[src/rtl/tmc_ptr_decode.sv]
module tmc_ptr_decode #(
   parameter int PTR_W      = 64,
   parameter int TAG_W      = 4,
   parameter int TAG_LSB    = 56,
   parameter int PAGE_BITS  = 12,
   parameter int GRAN_BITS  = 4,
   parameter bit CHECK_PAGE = 1'b1,
   localparam int IDX_W     = PAGE_BITS - GRAN_BITS,
   localparam int BASE_W    = TAG_LSB - PAGE_BITS
) (
   input  logic [PTR_W-1:0]     ptr,
   input  logic [BASE_W-1:0]    page_base,
   output logic [TAG_W-1:0]     key,
   output logic [IDX_W-1:0]     gidx,
   output logic [PAGE_BITS-1:0] boff,
   output logic                 in_page
);
   logic unused_top;

   assign key        = ptr[TAG_LSB +: TAG_W];
   assign boff       = ptr[PAGE_BITS-1:0];
   assign gidx       = ptr[PAGE_BITS-1:GRAN_BITS];
   assign unused_top = ^ptr[PTR_W-1:TAG_LSB+TAG_W];

   generate
      if (CHECK_PAGE) begin : g_page_chk
         assign in_page = (ptr[TAG_LSB-1:PAGE_BITS] == page_base);
      end else begin : g_page_any
         logic unused_base;
         assign unused_base = ^{page_base, ptr[TAG_LSB-1:PAGE_BITS]};
         assign in_page     = 1'b1;
      end
   endgenerate
endmodule

[config.mk]
export PLATFORM = sky130hd
export DESIGN_NAME = tmc_ptr_decode
export DESIGN_NICKNAME = d
export VERILOG_FILES = /design/src/rtl/tmc_ptr_decode.sv
export SDC_FILE = /design/constraint.sdc
export NUM_CORES = 1
export LEC_CHECK = 0
export ABC_AREA = 1
export BUFFER_PORTS_ARGS = -buffer_cell sky130_fd_sc_hd__buf_2
export CORE_ASPECT_RATIO = 0.6
export CORE_MARGIN = 2
export CORE_UTILIZATION = 31
export DETAILED_ROUTE_END_ITERATION = 16
export PLACE_DENSITY = 0.91
export RECOVER_POWER = 50
export SYNTH_ARGS = -nofsm -noshare
export SYNTH_HDL_FRONTEND = slang
export SYNTH_SLANG_ARGS = --single-unit
[constraint.sdc]
create_clock -name vclk -period 1.35
set_input_delay 0.135 -clock vclk [all_inputs]
set_output_delay 0.135 -clock vclk [all_outputs]
set_load 0.005 [all_outputs]
==> results.tsv <==
stage	metric	value	unit
flow_run	Max Cap Viol	0	
pwr	Comb pwr share	100.0	%
die	initial core utilization	32.0	%
worst_setup_path	Setup crit end kind	output pin	
detailed_routing	Via density	4.02	
yosys	sequential share of the synthesized area	0	%
cells_and_area	layout cells sized above 1	45.5	%
detailed_routing	uppermost layer routed	met4	
timing	Final Max Tran Viols	0	
timing	Setup-failing EPs final	0	
detailed_routing	Routed Wire Length	1.70	mm
detailed_routing	DR WL/cell	7.40	um
pwr	Seq pwr share	0	%
cells_and_area	Post-Layout Cell Count	230	
worst_setup_path	crit path capture	in_page	
global_routing	total grt overflow	0	
timing	Tcrit/Tclk final	83.7	%
timing	Least-Margin Pin Slew	0.144	ns
yosys	number of unique standard cell types used by synthesis	7	
yosys	post-synthesis xor/xnor area fraction	40.2	%
yosys	Post-Synth Adder-Cell Area	0	%
worst_setup_path	CP startpoint kind	primary input	
pwr	VDD IR-drop max	0.000127	V
yosys	post-synthesis compound-gate area fraction	0	%
pwr	cell-internal power	182	uW
clock_tree	post-CTS sizing	0	
die	Row Count	14	
worst_setup_path	CP Launch Point	page_base[39]	
clock_tree	CTS Hold Bufs	0	
die	Die Wd	68.9	um
cells_and_area	Antenna diodes	0	
detailed_routing	WL met3	304	um
yosys	Synth area leader	xnor2_1	
placement	placer congestion estimate	0.669	
timing	final hold violation count	0	
pwr	clock network power share	0	%
detailed_routing	initial DRC count	11	
cells_and_area	Reg area	0	um2
timing	Final min period	1.13	ns
detailed_routing	Final ANT Viol Nets	0	
yosys	Synth Area in Simple Gates	29.2	%
timing	Setup TNS Final	0	ns
global_routing	first-pass GRT wire length	2.69	mm
timing	FMAX	885	MHz
yosys	Synth Warn #	0	
die	area of the core	0.00245	mm2
placement	Post-Place Cells	230	
yosys	synthesized cell area	785	um2
die	Die Area	0.00296	mm2
die	number of top-level pins	133	
worst_setup_path	peak fanout along the critical path	1	
placement	IO Port Bufs	89	
yosys	Syn Nets	241	
worst_setup_path	most frequent CP cell	nand2_1	
global_routing	initial antenna violation count	0	
global_routing	vias in the first global route	769	
worst_setup_path	CP arrival	0.99	ns
cells_and_area	clock buf count	0	
detailed_routing	DR pass1 iterations	4	
timing	Rel. slew slack	90.3	%
yosys	Post-synth top cells	nand2_1, xnor2_1, buf_4	
yosys	largest family of logic cells by synthesized area	XOR/XNOR gates	
pwr	Leak	0.619	nW
yosys	count leader, synth	nand2_1	
pwr	P per Cell Area	269	mW/mm2
yosys	top post-synthesis cells by area	xnor2_1, buf_4, nand2_1	
detailed_routing	Post-route DRC	0	
clock_tree	Setup Buffers After CTS	0	
worst_setup_path	slowest stage cell, crit path	xnor2_1	
pwr	Sw Pwr	111	uW
worst_setup_path	crit path kind	in2out	
global_routing	largest net degree at the start of global routing	3	
die	die height	43.0	um
yosys	syn avg cell area	5.90	um2
detailed_routing	met2 routed WL	776	um
worst_setup_path	Critical Path Max Stage Delay	0.16	ns
yosys	Yosys top cell area share	40.2	%
yosys	Mapped Cells	133	
worst_setup_path	worst-path cell chain	buf_2 -> xnor2_1 -> nand2_1 -> nor2_1 -> nand2_1 -> nor2_1 -> nand2_1 -> nor2_2 -> buf_2	
detailed_routing	routed metal-1 wirelength	619	um
worst_hold_path	hold crit path type	in2out	
detailed_routing	vias	924	
run_status	outcome	complete, no violations	
cells_and_area	synth-to-layout area growth	38.9	%
timing	RSZ-0062 raised after global routing	false	
yosys	multiplexer share of the synthesized area	0	%
placement	placed wire-length estimate	1.64	mm
pwr	Sw Share	37.8	%
global_routing	GRT Total Usage	11.1	%
cells_and_area	num sequential	0	
worst_setup_path	Worst Path Required	1.22	ns
cells_and_area	nets	308	
==> critical path: cells and delay by family <==
family / cells / cell delay [ns]
buffers and inverters: 2 / 0.21
XOR/XNOR: 1 / 0.16
AND/OR/NAND/NOR: 6 / 0.50
==> cell families (layout without fill, tap and decap cells) <==
kind of cell              count (synthesis)  in the layout
and+or+nand+nor                          57             57
buffers and inverters                    40            105
xor gates and xnor gates                 36             36
==> power groups by stage <==
stage               logic (mW)  registers (mW)  clock network (mW)
floorplan                0.198               0                   0
global placement         0.290               0                   0
detailed placement       0.297               0                   0
CTS                      0.299               0                   0
global route             0.337               0                   0
finish                   0.294               0                   0
==> placed cells by master (no fill, tap or decap), drive strengths merged <==
| cell type | synthesis | routed |
|---|---|---|
| inv | 16 | 16 |
| buf | 24 | 89 |
| nor2 | 11 | 11 |
| nand2 | 41 | 41 |
| xnor2 | 36 | 36 |
| nand4 | 5 | 5 |
==> worst min path at each step <==
| stage | depth (start not counted) | endpoint | slack, ns | start |
|---|---|---|---|---|
| floorplan | 1 | boff[0] | 0.35 | ptr[0] |
| global placement | 0 | key[2] | 0.27 | ptr[58] |
| detailed placement | 0 | key[2] | 0.27 | ptr[58] |
| CTS | 0 | key[2] | 0.27 | ptr[58] |
| global route | 0 | boff[2] | 0.27 | ptr[2] |
| finish | 0 | key[3] | 0.27 | ptr[59] |
==> cell type report <==
| class | instances | area, um2 |
|---|---|---|
| fillers | 280 | 1360 |
| well taps | 32 | 40.0 |
| inverters | 16 | 60.1 |
| repair buffers | 89 | 445 |
| multi-input cells | 93 | 544 |
==> metrics by stage <==
stage / worst slack (ns) / total power, mW / utilization [%] / instance area [um2] / hold slack (ns)
global route: 0.0597 / 0.337 / 44.4 / 1090 / 0.270
floorplan: 0.536 / 0.198 / - / 785 / 0.351
CTS: 0.165 / 0.299 / 44.4 / 1090 / 0.270
detailed placement: 0.175 / 0.297 / 44.4 / 1090 / 0.270
finish: 0.220 / 0.294 / 44.4 / 1090 / 0.270
global placement: 0.175 / 0.290 / 44.4 / 1090 / 0.270
==> metal layers <==
layer	global-route usage [%]	up-vias
li1	-	499
met1	12.0	353
met2	21.3	70
met3	3.71	2
met4	0.784	0
met5	0	-
Note: power is estimated with default switching activity, not from simulation.
